File: src/rtl/coltok_pkg.sv
package coltok_pkg;

  // Width of the bus word: payload padded to whole nibbles, 7 bits per nibble.
  function automatic int code_width(input int n_col, input int n_row, input int data_w);
    int raw_w;
    raw_w = (n_col - 1) + (n_row - 1) + data_w;
    return ((raw_w + 3) / 4) * 7;
  endfunction

  // Single-error-correcting code for one nibble, laid out as {d3,d2,d1,p4,d0,p2,p1}.
  function automatic logic [6:0] ham74_encode(input logic [3:0] d);
    logic p1, p2, p4;
    p1 = d[0] ^ d[1] ^ d[3];
    p2 = d[0] ^ d[2] ^ d[3];
    p4 = d[1] ^ d[2] ^ d[3];
    return {d[3], d[2], d[1], p4, d[0], p2, p1};
  endfunction

endpackage

File: src/rtl/coltok_token_pick.sv
// Token chain: the token enters at index 0 and is absorbed by the first
// requester, so the lowest index wins. Carries the winner's payload out.
module coltok_token_pick #(
  parameter int N = 8,
  parameter int P = 8
) (
  input  logic [N-1:0]         req,
  input  logic [N*P-1:0]       pay_in,
  output logic                 any,
  output logic [$clog2(N)-1:0] idx,
  output logic [P-1:0]         pay_out
);
  localparam int IW = $clog2(N);

  logic [N:0]   tok;
  logic [N-1:0] grant;

  assign tok[0] = 1'b1;

  for (genvar i = 0; i < N; i++) begin : g_stage
    assign grant[i]  = tok[i] & req[i];
    assign tok[i+1]  = tok[i] & ~req[i];
  end

  assign any = ~tok[N];

  always_comb begin
    idx     = '0;
    pay_out = '0;
    for (int i = 0; i < N; i++) begin
      if (grant[i]) begin
        idx     = idx | IW'(i);
        pay_out = pay_out | pay_in[i*P +: P];
      end
    end
  end

endmodule

File: src/rtl/coltok_word_enc.sv
// Packs column/row thermometer codes and data, then encodes each nibble.
module coltok_word_enc #(
  parameter int N_COL  = 4,
  parameter int N_ROW  = 8,
  parameter int DATA_W = 8
) (
  input  logic [$clog2(N_COL)-1:0] col,
  input  logic [$clog2(N_ROW)-1:0] row,
  input  logic [DATA_W-1:0]        data,
  output logic [coltok_pkg::code_width(N_COL, N_ROW, DATA_W)-1:0] word
);
  localparam int COL_TW = N_COL - 1;
  localparam int ROW_TW = N_ROW - 1;
  localparam int RAW_W  = COL_TW + ROW_TW + DATA_W;
  localparam int NIB    = (RAW_W + 3) / 4;
  localparam int PAY_W  = NIB * 4;

  function automatic logic [ROW_TW-1:0] row_thermo(input int n);
    logic [ROW_TW-1:0] t;
    for (int k = 0; k < ROW_TW; k++) t[k] = (k < n);
    return t;
  endfunction

  function automatic logic [COL_TW-1:0] col_thermo(input int n);
    logic [COL_TW-1:0] t;
    for (int k = 0; k < COL_TW; k++) t[k] = (k < n);
    return t;
  endfunction

  logic [PAY_W-1:0] payload;

  assign payload = PAY_W'({col_thermo(int'(col)), row_thermo(int'(row)), data});

  for (genvar j = 0; j < NIB; j++) begin : g_nib
    assign word[7*j +: 7] = coltok_pkg::ham74_encode(payload[4*j +: 4]);
  end

endmodule

File: src/rtl/coltok_readout.sv
module coltok_readout #(
  parameter int N_COL  = 4,
  parameter int N_ROW  = 8,
  parameter int DATA_W = 8
) (
  input  logic                                 clk,
  input  logic                                 rst,
  input  logic                                 read_en,
  input  logic [N_COL*N_ROW-1:0]               region_req,
  input  logic [N_COL*N_ROW*DATA_W-1:0]        region_data,
  output logic [coltok_pkg::code_width(N_COL, N_ROW, DATA_W)-1:0] bus_word,
  output logic                                 bus_valid,
  output logic [N_COL*N_ROW-1:0]               region_ack
);
  localparam int NREG   = N_COL * N_ROW;
  localparam int ROW_IW = $clog2(N_ROW);
  localparam int COL_IW = $clog2(N_COL);
  localparam int CP     = ROW_IW + DATA_W;
  localparam int CODE_W = coltok_pkg::code_width(N_COL, N_ROW, DATA_W);

  // Requests minus the region served last cycle (it may still be clearing).
  logic [NREG-1:0]       eligible;
  logic [N_COL-1:0]      col_any;
  logic [N_COL*CP-1:0]   col_pay;
  logic                  win_any;
  logic [COL_IW-1:0]     win_col;
  logic [CP-1:0]         win_pay;
  logic [ROW_IW-1:0]     win_row;
  logic [DATA_W-1:0]     win_data;
  logic [CODE_W-1:0]     word_d;
  logic                  read_fire;
  logic [NREG-1:0]       ack_d;

  assign eligible = region_req & ~region_ack;

  // Column level: one token chain per column.
  for (genvar c = 0; c < N_COL; c++) begin : g_col
    coltok_token_pick #(.N(N_ROW), .P(DATA_W)) u_chain (
      .req     (eligible[c*N_ROW +: N_ROW]),
      .pay_in  (region_data[c*N_ROW*DATA_W +: N_ROW*DATA_W]),
      .any     (col_any[c]),
      .idx     (col_pay[c*CP+DATA_W +: ROW_IW]),
      .pay_out (col_pay[c*CP +: DATA_W])
    );
  end

  // Periphery level: token chain across the column ends.
  coltok_token_pick #(.N(N_COL), .P(CP)) u_periph (
    .req     (col_any),
    .pay_in  (col_pay),
    .any     (win_any),
    .idx     (win_col),
    .pay_out (win_pay)
  );

  assign win_row  = win_pay[DATA_W +: ROW_IW];
  assign win_data = win_pay[DATA_W-1:0];

  coltok_word_enc #(.N_COL(N_COL), .N_ROW(N_ROW), .DATA_W(DATA_W)) u_enc (
    .col  (win_col),
    .row  (win_row),
    .data (win_data),
    .word (word_d)
  );

  assign read_fire = read_en & win_any;

  always_comb begin
    for (int i = 0; i < NREG; i++) begin
      ack_d[i] = read_fire && (i == (int'(win_col) * N_ROW + int'(win_row)));
    end
  end

  always_ff @(posedge clk) begin
    if (rst) begin
      bus_word   <= '0;
      bus_valid  <= 1'b0;
      region_ack <= '0;
    end else begin
      bus_word   <= read_fire ? word_d : '0;
      bus_valid  <= read_fire;
      region_ack <= ack_d;
    end
  end

endmodule

File: config.mk
export PLATFORM = sky130hd
export DESIGN_NAME = coltok_readout
export DESIGN_NICKNAME = d
export VERILOG_FILES = /design/src/rtl/coltok_pkg.sv /design/src/rtl/coltok_token_pick.sv /design/src/rtl/coltok_word_enc.sv /design/src/rtl/coltok_readout.sv
export SDC_FILE = /design/constraint.sdc
export NUM_CORES = 1
export LEC_CHECK = 0
export ABC_AREA = 0
export CAP_MARGIN = 15
export CORE_AREA = 2 2 139 141
export CTS_CLUSTER_DIAMETER = 150
export DETAILED_ROUTE_END_ITERATION = 10
export DIE_AREA = 0 0 141 143
export DONT_BUFFER_PORTS = 1
export PLACE_DENSITY = 0.43
export SLEW_MARGIN = 10
export SYNTH_ARGS = -nofsm -noshare
export SYNTH_HDL_FRONTEND = slang
export SYNTH_SLANG_ARGS = --single-unit
File: constraint.sdc
create_clock -name clk -period 5 [get_ports clk]
set_input_delay 1 -clock clk [delete_from_list [all_inputs] [get_ports clk]]
set_output_delay 1 -clock clk [all_outputs]
set_load 0.005 [all_outputs]
* After elaboration in Yosys (flattened, before gate mapping) *
Index checks and enable logic that the tools add are counted.

operators by class
  bitwise logic cells = 158
  magnitude comparators = 10
  eq/ne operators = 31
  mux-type cells = 67
  add/sub/neg operators = 1
  reductions and logical operators = 34

operator list
  cell                   number
  $eq A6 B32 Y1 const A  15
  $eq A5 B32 Y1 const A  8
  $mux W8                32
  $or A8 B8 Y8           28
  $eq A4 B32 Y1 const A  4
  $eq A3 B32 Y1 const A  2
  $and A1 B1 Y1          63
  $mux W3                16
  $mux W11               4
  $not A1 Y1             37
  $or A11 B11 Y11        3
  $and A32 B32 Y32       1
  $eq A2 B32 Y1 const A  1
  $logic_and A1 B1 Y1    32
  $logic_not A32 Y1      1
  $not A32 Y32           1
  $xor A1 B1 Y1          25
  $mux W2                10
  $lt A3 B3 Y1 const A   3
  $add A5 B3 Y6          1
  $eq A5 B6 Y1 const A   1
  $lt A1 B3 Y1 const A   2
  $lt A2 B3 Y1 const A   2
  $mux W1                5
  3 further kinds        4

storage, ports and cells
  output and inout bits = 68
  bits in registers = 67

* Depth between registers and ports, before layout *
  word-level depth = 27
  mapped depth = 13
  gate-level depth less buffers = 10

* By module *
Synthesis repeated with hierarchy kept, for this count alone.

second synthesis, totals
  cell total of the unflattened synthesis = 671
  area, all modules = 5,669.2 µm²

by module, submodules not included
  module                                    cells each  instances  area each (µm²)
  coltok_token_pick (g_col[0].u_chain ...)  96          4          704.4
  coltok_readout                            190         1          2,123.3
  coltok_word_enc                           50          1          399.1
  coltok_token_pick (u_periph)              47          1          329.1

* Worst setup path after synthesis *
No wires, ideal clock.

  path kind = input -> register
  from = input region_req[0]
  to = register bus_word[1] (netlist bit)
  path slack = 1,107 ps
  data required time = 4,879 ps
  data arrival time = 3,772 ps
  stages on the path = 11
  cell sequence = nor2b_4 buf_6 a2111oi_4 nand3_2 a2111o_2 o221a_1 buf_6 and4bb_4 a21bo_4 xor2_4 mux2_4

between the ends
  longest elaborated chain between the ends = 25
  elaborated cells on any way between the ends = 50

ends and longest elaborated chain
  element                                               RTL line                                          RTL
  from (decl)                                           coltok_readout.sv:9                               input logic [N_COL*N_ROW-1:0] region_req,
  $and A32 B32 Y32 *                                    coltok_readout.sv:34                              assign eligible = region_req & ~region_ack;
  $mux W8 / $not A1 Y1 (equally long branches)          coltok_token_pick.sv:31, coltok_token_pick.sv:22
  $or A8 B8 Y8 / $and A1 B1 Y1 (equally long branches)  coltok_token_pick.sv:33, coltok_token_pick.sv:21
  $mux W8                                               coltok_token_pick.sv:31                           if (grant[i]) begin
  $or A8 B8 Y8                                          coltok_token_pick.sv:33                           pay_out = pay_out | pay_in[i*P +: P];
  $mux W8                                               coltok_token_pick.sv:31
  $or A8 B8 Y8                                          coltok_token_pick.sv:33
  $mux W8                                               coltok_token_pick.sv:31
  [8 not listed]                                        -
  $mux W11                                              coltok_token_pick.sv:31
  $or A11 B11 Y11                                       coltok_token_pick.sv:33
  $mux W11                                              coltok_token_pick.sv:31
  $or A11 B11 Y11                                       coltok_token_pick.sv:33
  $mux W11                                              coltok_token_pick.sv:31
  $or A11 B11 Y11                                       coltok_token_pick.sv:33
  $mux W11                                              coltok_token_pick.sv:31
  $xor A1 B1 Y1 (2 in series)                           coltok_pkg.sv:14                                  p2 = d[0] ^ d[2] ^ d[3];
  to (signal assigned)                                  coltok_readout.sv:80                              bus_word <= read_fire ? word_d : '0;
  to (decl)                                             coltok_readout.sv:11                              output logic [coltok_pkg::code_width(N_COL, N_ROW, DATA_W)-1:0] bus_word,

Mark *: on every way between the ends. The rest lies on a longest branch, timed or not.
A chain may end at the register's enable or synchronous reset.

* Worst setup path in the final report *
  from = input region_req[21]
  to = register bus_word[1] (netlist bit)

between the ends
  longest elaborated chain between the ends = 13
  elaborated cells on any way between the ends = 28

ends and longest elaborated chain
  element                                               RTL line
  $and A32 B32 Y32 *                                    coltok_readout.sv:34
  $and A1 B1 Y1 / $not A1 Y1 (equally long branches)    coltok_token_pick.sv:21, coltok_token_pick.sv:22
  $mux W8 / $and A1 B1 Y1 (equally long branches)       coltok_token_pick.sv:31, coltok_token_pick.sv:22
  $or A8 B8 Y8 / $and A1 B1 Y1 (equally long branches)  coltok_token_pick.sv:33, coltok_token_pick.sv:21
  $mux W8                                               coltok_token_pick.sv:31
  $or A8 B8 Y8                                          coltok_token_pick.sv:33
  $mux W8                                               coltok_token_pick.sv:31
  $or A11 B11 Y11                                       coltok_token_pick.sv:33
  $mux W11                                              coltok_token_pick.sv:31
  $or A11 B11 Y11                                       coltok_token_pick.sv:33
  $mux W11                                              coltok_token_pick.sv:31
  $xor A1 B1 Y1 (2 in series)                           coltok_pkg.sv:14

Marks and branches as above.

==> results.cfg <==
[power]
pwr-share-clk_pct = 47.9
power.share.switching_pct = 27.4
seqPwrFrac_pct = 34.5
peakVddDrop_uv = 202
leakage_nw = 1.78
power.density_nw_per_um2 = 300
p_int_w = 0.00112
combPwrFrac_pct = 17.5
p_sw_w = 0.000424

[sta]
rsz0062_at_grt = false
relSlewSlack_pct = 14.8
clock.fmax_mhz = 240
fin_setup_tns_ns = 0
tightestPinTransition_ns = 1.27
fin_skew_ns = 0.00955
finalHoldViolCount = 0
final-setup-viol-count = 0
maxSlewViolCount = 0
min_period_ns = 4.17
period_share_pct = 83.4

[cts]
post_cts_resize_count = 0
cts-root-buf = clkbuf_16
clk_latency_ns = 0.33
cts_buffers = 9
cts_max_level = 3
clkSinkCount = 64
postCtsHoldBufs = 0
post_cts_buffers = 0
clockBufferDepth = 2
clkTransAtPathRegs_ns = 0.06
cts_tree = built

[floorplanning]
die_x_um = 141
fp.dieH_um = 143
dieArea_um2 = 20200
io-pin-count = 359
core_area_um2 = 18600
initial_core_util_pct = 24.7
rows = 50

[detailed_routing]
first_pass_iters = 5
drc = 0
vias_per_cell = 6.09
routedWlPerCell_um = 31.6
ant_nets = 0
wl_um = 26000
first_iter_violations = 427
num_vias = 5001

[setup_path]
cp_slowest_cell = nor4_1
cp_cell_sequence = nor2b_1 -> nor4_1 -> nand2_4 -> a2111o_2 -> o221a_1 -> nand2b_1 -> o211ai_4 -> xor2_4 -> mux2_4
crit_end = bus_word[1]
critPathKind = in -> reg
rr_startpoint = region_ack[3]
crit_path_max_incr_delay_ns = 0.72
cpLargestDelayFamily = simple AND/OR/NAND/NOR gates
reg2regPathDepth = 10
critPathCaptureType = register
setup.worst_path.start = region_req[21]
path_max_fanout = 12
startpoint_type = primary input
worstPathArrival_ns = 4.39
crit_buf_inv = 0
r2r-end = bus_word[7]
critical_path_depth = 9
r2r_slack_ns = 1.12
crit_required_ns = 5.22

[global_routing]
grt_pass1_vias = 5343
grt_pass1_wl_um = 35200
antenna_found_initial = 3
track_usage_pct = 24.5
grt_max_degree = 17
overflow = 0

[cells_and_area]
nets = 870
fin_cells = 821
area_delta_synth_final_pct = 12.3
layout-drive-gt1-share_pct = 10.8

[synth]
syn_area_per_cell_um2 = 7.84
synth_edf_count = 0
yosysTopAreaCell = dfxtp_1
synth_area_um2 = 4590
async_flop_share_pct = 0
yosysMostFrequentCell = nand2_1
yosysWarnings = 0
netlist_top_cells_count = nand2_1, nor2_1, dfxtp_1
synth_ff_type = dfxtp_1
ys_seq_area_share_pct = 27.9
ys_types = 78
synth_top_area_share_pct = 27.9
netlist_top_cells_area = dfxtp_1, a222oi_1, nand2_1
netlist_instances = 586
synth_seq_cells = 64

[placement]
place.gp.congestion = 0.927
dp.cells = 800
dp_hpwl_um = 22300
port_buffers = 0

[run_status]
status = finished clean

[job]
maxCapViolations = 0

[hold_path]
hold_path.class = in -> reg
min_from = read_en
power by group through the flow:
| stage | clock network [W] | logic [W] | registers, W |
|---|---|---|---|
| after detailed placement | 0 | 0.000269 | 0.000546 |
| after floorplan | 0 | 0.000203 | 0.000542 |
| after CTS | 0.000750 | 0.000270 | 0.000535 |
| after global placement | 0 | 0.000269 | 0.000546 |
| final | 0.000741 | 0.000271 | 0.000534 |
| after global routing | 0.000775 | 0.000295 | 0.000535 |
logic make-up (layout without fill, tap and decap cells):
logic type             Yosys count  count (layout)  synth area share [%]
multiplexers                     8               8                  1.88
other                            1               5                0.0816
AND/OR/NAND/NOR                284             284                  31.4
AO/OA/AOI/OAI                  183             183                  32.2
buffers and inverters           40              37                  4.93
flip-flops                      64              64                  27.9
XOR/XNOR                         6               6                  1.55
worst register-to-register path: cells and delay by family, from the launching register on:
family	cells	cell delay, ns
simple gates	4	1.61
compound gates	3	0.97
flops	1	0.41
mux	1	0.35
buf+inv	1	0.24
xor+xnor	1	0.20
worst min path at each step:
stage | cells after the start | endpoint
after floorplan | 5 | bus_word[31]
final | 2 | region_ack[6]
after global placement | 5 | bus_word[31]
after detailed placement | 5 | bus_word[31]
after global routing | 2 | region_ack[6]
after CTS | 2 | region_ack[6]
area by class of cell:
type	count	area [µm²]
sequential	64	1280
tap	234	293
timing repair buffer	13	95.1
fill	2003	13400
clock inverter	7	125
antenna	3	7.51
inverter	8	30.0
multi-input combinational	483	3100
clock buffer	9	225
routing by layer:
layer,up-vias,routed length (µm),track usage (%)
met5,-,0,0
met4,0,802,9.47
met3,50,2240,6.20
met2,343,13200,45.1
met1,2383,9740,27.0
li1,2225,-,-
state kept, by name, indices dropped and copies added, names as in the netlist:
signal,count
region_ack,32
bus_word,31
bus_valid,1
cells in the final DEF, fill, tap and decap left out, types with 11 or more instances in the layout:
cell type,instances
nand2b_1,30
a22oi_1,15
buf_4,11
a21oi_1,22
nor3_1,16
nor2_1,66
nand3_1,22
dfxtp_1,64
nand2_1,72
nor2b_1,24
o21ai_0,17
a222oi_1,31
per-stage QoR:
stage	hold slack (ns)	worst slack, ns	instance area (µm²)	util, %	power, W
after floorplan	0.818	1.11	4600	-	0.000744
after detailed placement	0.919	0.461	4790	25.8	0.000815
after CTS	0.865	0.805	5140	27.6	0.00156
final	0.878	0.828	5160	27.8	0.00155
after global placement	0.940	0.426	4780	25.7	0.000816
after global routing	0.884	0.548	5160	27.8	0.00160
Note: power is estimated with default switching activity, not from simulation.
